==> src/rtl/rpic_pkg.sv <==
package rpic_pkg;
    // Register addresses that software decodes
    localparam logic [7:0] A_WINNER  = 8'h00;
    localparam logic [7:0] A_IRQ_PRI = 8'h20;
    localparam logic [7:0] A_FIQ_PRI = 8'h24;
    localparam logic [1:0] A_CTRL_TOP = 2'b01;   // reg_addr[7:6] of the control bytes
    localparam logic [4:0] A_STAT_TOP = 5'b10000; // reg_addr[7:3] of the status words

    // Control byte fields
    localparam int EN_POS  = 3;
    localparam int TRIG_LO = 5;
    localparam int PRI_W   = 7;
    localparam int ROT_POS = 6;
    localparam logic [2:0] ROUTE_IRQ = 3'd0;
    localparam logic [2:0] ROUTE_FIQ = 3'd1;

    typedef enum logic [1:0] {
        TRIG_LEVEL = 2'b00,
        TRIG_RISE  = 2'b01,
        TRIG_FALL  = 2'b10,
        TRIG_ANY   = 2'b11
    } trig_e;
endpackage

==> src/rtl/rpic_sync.sv <==
module rpic_sync #(
    parameter int WIDTH  = 64,
    parameter int STAGES = 2
) (
    input  logic             clk,
    input  logic             rst_n,
    input  logic [WIDTH-1:0] async_i,
    output logic [WIDTH-1:0] sync_o
);
    logic [STAGES-1:0][WIDTH-1:0] chain_d, chain_q;

    always_comb begin
        chain_d[0] = async_i;
        for (int i = 1; i < STAGES; i++) begin
            chain_d[i] = chain_q[i-1];
        end
    end

    always_ff @(posedge clk) begin
        if (!rst_n) chain_q <= '0;
        else        chain_q <= chain_d;
    end

    assign sync_o = chain_q[STAGES-1];
endmodule

==> src/rtl/rpic_edge.sv <==
module rpic_edge #(
    parameter int WIDTH = 64
) (
    input  logic                  clk,
    input  logic                  rst_n,
    input  logic [WIDTH-1:0]      level_i,
    input  logic [WIDTH-1:0][1:0] trig_i,
    input  logic [WIDTH-1:0]      clr_i,
    output logic [WIDTH-1:0]      latched_o
);
    typedef struct packed {
        logic [WIDTH-1:0] prev;
        logic [WIDTH-1:0] hold;
    } edge_st_t;

    edge_st_t         st_d, st_q;
    logic [WIDTH-1:0] hit;
    logic [WIDTH-1:0] edge_mode;

    always_comb begin
        for (int i = 0; i < WIDTH; i++) begin
            hit[i] = (trig_i[i][0] &  level_i[i] & ~st_q.prev[i])
                   | (trig_i[i][1] & ~level_i[i] &  st_q.prev[i]);
            edge_mode[i] = |trig_i[i];
        end
        st_d.prev = level_i;
        // a new edge in the same clock wins over the acknowledge
        st_d.hold = ((st_q.hold & ~clr_i) | hit) & edge_mode;
    end

    always_ff @(posedge clk) begin
        if (!rst_n) st_q <= '0;
        else        st_q <= st_d;
    end

    assign latched_o = st_q.hold;

    // an acknowledged bit without a fresh edge is gone one clock later
    assert_ack_clears_R6: assert property (@(posedge clk) disable iff (!rst_n)
        ((st_q.hold & $past(clr_i & ~hit)) == '0));

    // a latch bit only rises because an edge was seen
    assert_latch_needs_edge_R4: assert property (@(posedge clk) disable iff (!rst_n)
        ((st_q.hold & ~$past(st_q.hold) & ~$past(hit)) == '0));
endmodule

==> src/rtl/rpic_pick.sv <==
module rpic_pick #(
    parameter int W   = 64,
    parameter int IDW = $clog2(W)
) (
    input  logic           clk,
    input  logic           rst_n,
    input  logic [W-1:0]   req_i,
    input  logic           rotate_i,
    input  logic [IDW-1:0] start_i,
    output logic           valid_o,
    output logic [IDW-1:0] id_o
);
    localparam logic [IDW-1:0] IDLE_ID = IDW'(W - 1);

    logic [IDW-1:0] base;
    logic [IDW-1:0] idx;
    logic           found;
    logic [W-1:0]   below_mask;

    always_comb begin
        base  = rotate_i ? start_i : '0;
        found = 1'b0;
        id_o  = IDLE_ID;
        idx   = '0;
        for (int k = 0; k < W; k++) begin
            idx = base + IDW'(k);
            if (!found && req_i[idx]) begin
                found = 1'b1;
                id_o  = idx;
            end
        end
        valid_o = found;
    end

    assign below_mask = ({{(W-1){1'b0}}, 1'b1} << id_o) - 1'b1;

    // a chosen source is really requesting
    assert_pick_pending_R8: assert property (@(posedge clk) disable iff (!rst_n)
        valid_o |-> req_i[id_o]);

    // with nothing requesting the idle code is shown
    assert_idle_code_R8: assert property (@(posedge clk) disable iff (!rst_n)
        !valid_o |-> (id_o == IDLE_ID));

    // fixed order never skips a lower requester
    assert_fixed_lowest_R9: assert property (@(posedge clk) disable iff (!rst_n)
        (valid_o && !rotate_i) |-> ((req_i & below_mask) == '0));
endmodule

==> src/rtl/rotprio_intc.sv <==
module rotprio_intc
    import rpic_pkg::*;
#(
    parameter int NUM_SRC     = 64,
    parameter int SYNC_STAGES = 2
) (
    input  logic               clk,
    input  logic               rst_n,
    input  logic               reg_wr,
    input  logic [7:0]         reg_addr,
    input  logic [31:0]        reg_wdata,
    input  logic [3:0]         reg_be,
    output logic [31:0]        reg_rdata,
    input  logic [NUM_SRC-1:0] src_in,
    output logic               irq,
    output logic               fiq
);
    localparam int              ID_W    = $clog2(NUM_SRC);
    localparam logic [ID_W-1:0] IDLE_ID = ID_W'(NUM_SRC - 1);

    typedef struct packed {
        logic [NUM_SRC-1:0][7:0] ctrl;
        logic [PRI_W-1:0]        irq_pri;
        logic [PRI_W-1:0]        fiq_pri;
        logic [ID_W-1:0]         rot_start;
    } regs_t;

    regs_t r_d, r_q;

    logic [NUM_SRC-1:0]      src_sync;
    logic [NUM_SRC-1:0]      edge_hold;
    logic [NUM_SRC-1:0]      stat_clr;
    logic [NUM_SRC-1:0]      status;
    logic [NUM_SRC-1:0]      en;
    logic [NUM_SRC-1:0]      irq_req;
    logic [NUM_SRC-1:0]      fiq_req;
    logic [NUM_SRC-1:0][1:0] trig;
    logic                    pick_valid;
    logic [ID_W-1:0]         pick_id;
    logic                    aligned, hit_ctrl, hit_stat;

    rpic_sync #(.WIDTH(NUM_SRC), .STAGES(SYNC_STAGES)) u_sync (
        .clk     (clk),
        .rst_n   (rst_n),
        .async_i (src_in),
        .sync_o  (src_sync)
    );

    rpic_edge #(.WIDTH(NUM_SRC)) u_edge (
        .clk       (clk),
        .rst_n     (rst_n),
        .level_i   (src_sync),
        .trig_i    (trig),
        .clr_i     (stat_clr),
        .latched_o (edge_hold)
    );

    rpic_pick #(.W(NUM_SRC), .IDW(ID_W)) u_pick (
        .clk      (clk),
        .rst_n    (rst_n),
        .req_i    (irq_req),
        .rotate_i (r_q.irq_pri[ROT_POS]),
        .start_i  (r_q.rot_start),
        .valid_o  (pick_valid),
        .id_o     (pick_id)
    );

    // Address decode
    always_comb begin
        aligned  = (reg_addr[1:0] == 2'b00);
        hit_ctrl = aligned && (reg_addr[7:6] == A_CTRL_TOP);
        hit_stat = aligned && (reg_addr[7:3] == A_STAT_TOP);
    end

    // Per-source status and request
    always_comb begin
        for (int s = 0; s < NUM_SRC; s++) begin
            en[s]      = r_q.ctrl[s][EN_POS];
            trig[s]    = r_q.ctrl[s][TRIG_LO +: 2];
            status[s]  = (trig_e'(trig[s]) == TRIG_LEVEL) ? (src_sync[s] & en[s]) : edge_hold[s];
            irq_req[s] = status[s] & en[s] & (r_q.ctrl[s][2:0] == ROUTE_IRQ);
            fiq_req[s] = status[s] & en[s] & (r_q.ctrl[s][2:0] == ROUTE_FIQ);
        end
    end

    // Next state
    always_comb begin
        r_d      = r_q;
        stat_clr = '0;
        if (reg_wr) begin
            if (reg_addr == A_IRQ_PRI && reg_be[0]) r_d.irq_pri = reg_wdata[PRI_W-1:0];
            if (reg_addr == A_FIQ_PRI && reg_be[0]) r_d.fiq_pri = reg_wdata[PRI_W-1:0];
            for (int s = 0; s < NUM_SRC; s++) begin
                if (hit_ctrl && reg_addr[5:2] == 4'(s / 4) && reg_be[s % 4])
                    r_d.ctrl[s] = reg_wdata[(s % 4) * 8 +: 8];
                if (hit_stat && reg_addr[2] == 1'(s / 32) && reg_be[(s % 32) / 8]
                    && reg_wdata[s % 32])
                    stat_clr[s] = 1'b1;
            end
        end
        // service of the current winner moves the rotation start
        if (pick_valid && ((stat_clr[pick_id] && edge_hold[pick_id])
                           || !r_d.ctrl[pick_id][EN_POS]))
            r_d.rot_start = pick_id + ID_W'(1);
    end

    always_ff @(posedge clk) begin
        if (!rst_n) r_q <= '0;
        else        r_q <= r_d;
    end

    // Read path
    always_comb begin
        reg_rdata = '0;
        if (aligned) begin
            if (reg_addr == A_WINNER)       reg_rdata = 32'(pick_id);
            else if (reg_addr == A_IRQ_PRI) reg_rdata = 32'(r_q.irq_pri);
            else if (reg_addr == A_FIQ_PRI) reg_rdata = 32'(r_q.fiq_pri);
            else if (hit_ctrl) begin
                for (int l = 0; l < 4; l++)
                    reg_rdata[l * 8 +: 8] = r_q.ctrl[{reg_addr[5:2], 2'(l)}];
            end
            else if (hit_stat) reg_rdata = reg_addr[2] ? status[63:32] : status[31:0];
        end
    end

    assign irq = |irq_req;
    assign fiq = |fiq_req;

    // leaving reset, no request is raised
    assert_reset_quiet_R1: assert property (@(posedge clk) disable iff (!rst_n)
        $rose(rst_n) |-> (!irq && !fiq));

    // irq implies the reported winner is enabled and irq-routed
    assert_winner_routed_R7: assert property (@(posedge clk) disable iff (!rst_n)
        irq |-> (r_q.ctrl[pick_id][EN_POS] && r_q.ctrl[pick_id][2:0] == ROUTE_IRQ));

    // with irq low the winner register holds the idle code
    assert_idle_when_quiet_R8: assert property (@(posedge clk) disable iff (!rst_n)
        !irq |-> (pick_id == IDLE_ID));

    // the start point only ever moves to one past the previous winner
    assert_rot_step_R10: assert property (@(posedge clk) disable iff (!rst_n)
        (r_q.rot_start != $past(r_q.rot_start)) |-> (r_q.rot_start == $past(pick_id) + ID_W'(1)));
endmodule

==> config.mk <==
export PLATFORM = sky130hd
export DESIGN_NAME = rotprio_intc
export DESIGN_NICKNAME = d
export VERILOG_FILES = /design/src/rtl/rpic_pkg.sv /design/src/rtl/rpic_sync.sv /design/src/rtl/rpic_edge.sv /design/src/rtl/rpic_pick.sv /design/src/rtl/rotprio_intc.sv
export SDC_FILE = /design/constraint.sdc
export NUM_CORES = 2
export LEC_CHECK = 0
export ABC_AREA = 1
export BUFFER_PORTS_ARGS = -buffer_cell sky130_fd_sc_hd__buf_4
export CAP_MARGIN = 20
export CORE_MARGIN = 1.5
export CORE_UTILIZATION = 40
export DETAILED_ROUTE_END_ITERATION = 10
export MAX_ROUTING_LAYER = met4
export PLACE_DENSITY = 0.6
export SYNTH_ARGS = -nofsm -noshare
export SYNTH_HDL_FRONTEND = slang
export SYNTH_HIERARCHICAL = 1
export SYNTH_SLANG_ARGS = --single-unit
export TNS_END_PERCENT = 5
==> constraint.sdc <==
create_clock -name clk -period 23.1 [get_ports clk]
set_input_delay 2.31 -clock clk [delete_from_list [all_inputs] [get_ports clk]]
set_output_delay 2.31 -clock clk [all_outputs]
set_load 0.01 [all_outputs]
==> out/results.ini <==
[global_route]
gr-total-overflow = 0
grt_pass1_vias = 48900
grt_first_pass_wirelength_microns = 361000
grt_max_degree = 238
antenna_found_initial = 10
grt_usage_pct = 42.1

[drt]
vias = 55300
ant_nets = 0
drt-total-wl_microns = 259000
drtIter0Drc = 8310
drc = 0
vias_per_cell = 5.91
firstDrtPassIters = 7
wl_per_cell_microns = 27.7

[setup_path]
crit_start = r_q[19]
critPathMaxFanout = 73
worstSetupPathDepth = 51
cpLargestDelayFamily = simple AND/OR/NAND/NOR gates
cp_common_cell = nor2_4
reg2reg_to = r_q[4]
rr_startpoint = r_q[19]
cp.arrival_ps = 11960
cp_slowest_cell = buf_4
crit_required_ps = 20790
cp-end-kind = output pin
cp-endpoint = reg_rdata[3]
crit_buf_inv = 12
cpPeakStageDelay_ps = 630
reg2reg_depth = 60
cp-start-kind = flip-flop
path_class = flip-flop to output pin
r2r_slack_ps = 9960

[floorplan]
dieArea_sq_um = 123000
die_w_microns = 351
num_rows = 127
ioPinCount = 145
initial_core_util_pct = 40.4
die_h_microns = 351
coreArea_sq_um = 120000

[cts]
cts_resized = 0
post_cts_buffers = 0
htree_levels = 3
cts_buffers = 90
clk_latency_ps = 740
cts_tree = built
cts_max_path_buffers = 3
root_buffer = clkbuf_16
clk_pin_slew_ps = 60
hold_buffers = 0
cts.sinks = 788

[sta]
maxSlewViolCount = 1
worst_pin_slew_ps = 1540
fmax_mhz = 70.1
setup-tns-final_ps = 0
rsz0062_at_grt = false
hold_violations = 0
finalSetupViolations = 0
period_minus_slack_ps = 14270
max_slew_margin_pct = -2.53
min_period_over_period_pct = 61.8
finalClockSkew_ps = 60.9

[place]
port_buffers = 144
hpwl_microns = 195000
gp_congestion = 1.04

[final_layout]
num-nets-final = 7785
syn_to_final_growth_pct = 9.99
drive_gt1_share_pct = 7.26

[synth]
synth_cell_types = 64
syn_area_sq_um = 48400
synth_nets = 7917
ys_ff_latch = 788
yosysSeqAreaShare_pct = 32.6
synthCells = 7794
avgSynthCellArea_sq_um = 6.22
ys_warn_count = 6

[run_status]
failed_checks = slew limit
outcome = complete, but fails checks

[worst_hold_path]
hp-class = flip-flop to flip-flop

[job]
drv_cap = 0

[power]
totalPowerFinal_uw = 3150
ir_worst_vdd_mv = 0.0598
power_density_nw_per_um2 = 59.1
power.leakage_uw = 0.0240

[worst min-delay path, cell delays in order (launching register included)]
cell and delay [ps]:
dfxtp_1 310, nand2_1 40, inv_1 40
[power breakdown]
| group | internal, uW | switching [uW] |
|---|---|---|
| Clock | 910 | 652 |
| Combinational | 50.2 | 150 |
| Sequential | 1370 | 11.1 |
| Total | 2330 | 813 |
[worst min path at each step]
stage	endpoint	cells after the start	slack [ps]	startpoint
floorplan	u_sync/sync_o[0]	2	390	u_sync/chain_d[64]
global placement	u_sync/sync_o[41]	2	390	u_sync/chain_d[105]
detailed placement	u_sync/sync_o[62]	2	390	u_sync/chain_d[126]
CTS	u_sync/sync_o[61]	2	400	u_sync/chain_d[125]
global route	u_sync/sync_o[62]	2	430	u_sync/chain_d[126]
finish	u_sync/sync_o[35]	2	400	u_sync/chain_d[99]
[through the flow]
step                hold slack [ps]  cells  setup WS, ps  utilization [%]  instance area (sq um)
finish                          396   9354          8830             44.4                  53300
global placement                393   9176          9900             41.7                  50000
CTS                             396   9346          9080             44.4                  53200
global route                    425   9353          8280             44.4                  53300
detailed placement              395   9179          9810             41.7                  50000
floorplan                       390   7794         12610                -                  48400
[final cells by class]
cell class              count  area, sq um
multi-input cells        5301        25800
fillers                 12800        66700
diodes                      5         12.5
clock buffers             121         2560
well taps                1612         2020
clock inverters            46          648
flip-flops and latches    788        15800
inverters                1240         4670
repair buffers            241         1840
[cells in the final DEF, fill, tap and decap left out, types with 7 or more instances in the layout]
cell / instances
nand2_1: 1639
inv_1: 1195
nand3_1: 829
dfxtp_1: 786
o21ai_0: 780
a21oi_1: 615
nor2_1: 558
o22ai_1: 263
buf_4: 233
nand4_1: 168
clkbuf_16: 91
nor4_1: 82
xor2_1: 46
nor3_1: 35
a31oi_1: 30
inv_2: 28
nand2_2: 25
clkinv_2: 24
nor2_4: 23
a221oi_1: 21
o21ai_1: 18
clkbuf_8: 17
nor4_2: 16
nor2_2: 13
clkbuf_1: 13
nand3_2: 12
ha_1: 12
a41oi_1: 11
clkinv_1: 11
bufinv_16: 11
nand2_4: 10
a22oi_1: 9
nand4_4: 8
o21a_1: 7
nand3b_1: 7
nand4_2: 7
[layer usage]
metal  track usage [%]  up-vias  share of wire, %  wire length (microns)
met1              54.2    25800                40                 105000
li1                  -    25300                 -                      -
met2              60.0     3467                41                 107000
met4              25.1        0               7.0                  18100
met3              8.96      651                11                  29200
met5                 -        -                 0                      0
[Yosys cell counts, drive strengths merged]
cell type / instances / area share, %
o31ai: 1 / 0.016
o211ai: 5 / 0.077
a2111oi: 3 / 0.054
a21boi: 1 / 0.016
nor3: 36 / 0.38
a211oi: 1 / 0.016
a41oi: 11 / 0.20
ha: 12 / 0.31
buf: 215 / 3.1
o21a: 7 / 0.11
a221oi: 21 / 0.38
nand2: 1674 / 13
xor2: 50 / 0.96
o21bai: 5 / 0.077
inv: 1229 / 9.5
o32ai: 2 / 0.036
dfxtp: 788 / 33
nand4: 183 / 2.7
xnor2: 1 / 0.018
nor2: 595 / 5.0
mux2i: 3 / 0.062
o22ai: 263 / 3.4
and2: 3 / 0.039
nand3b: 7 / 0.11
nor4: 98 / 1.3
nand3: 841 / 8.8
a32oi: 1 / 0.018
o32a: 1 / 0.021
o21ai: 804 / 8.3
o2111ai: 4 / 0.072
a21oi: 615 / 6.4
o311ai: 2 / 0.036
a31oi: 30 / 0.39
a22oi: 10 / 0.17
clkinv: 11 / 0.096
clkbuf: 250 / 1.9
and3: 1 / 0.013
nor4b: 2 / 0.036
a21o: 2 / 0.031
or2: 6 / 0.077
[cell families after synthesis]
family                   synth area share (%)
AO/OA/AOI/OAI                            19.8
XOR/XNOR                                0.976
adder cells (fa/ha/maj)                 0.310
buffers and inverters                    14.6
flip-flops                               32.6
multiplexers                           0.0620
AND/OR/NAND/NOR                          31.6
Note: power is estimated with default switching activity, not from simulation.
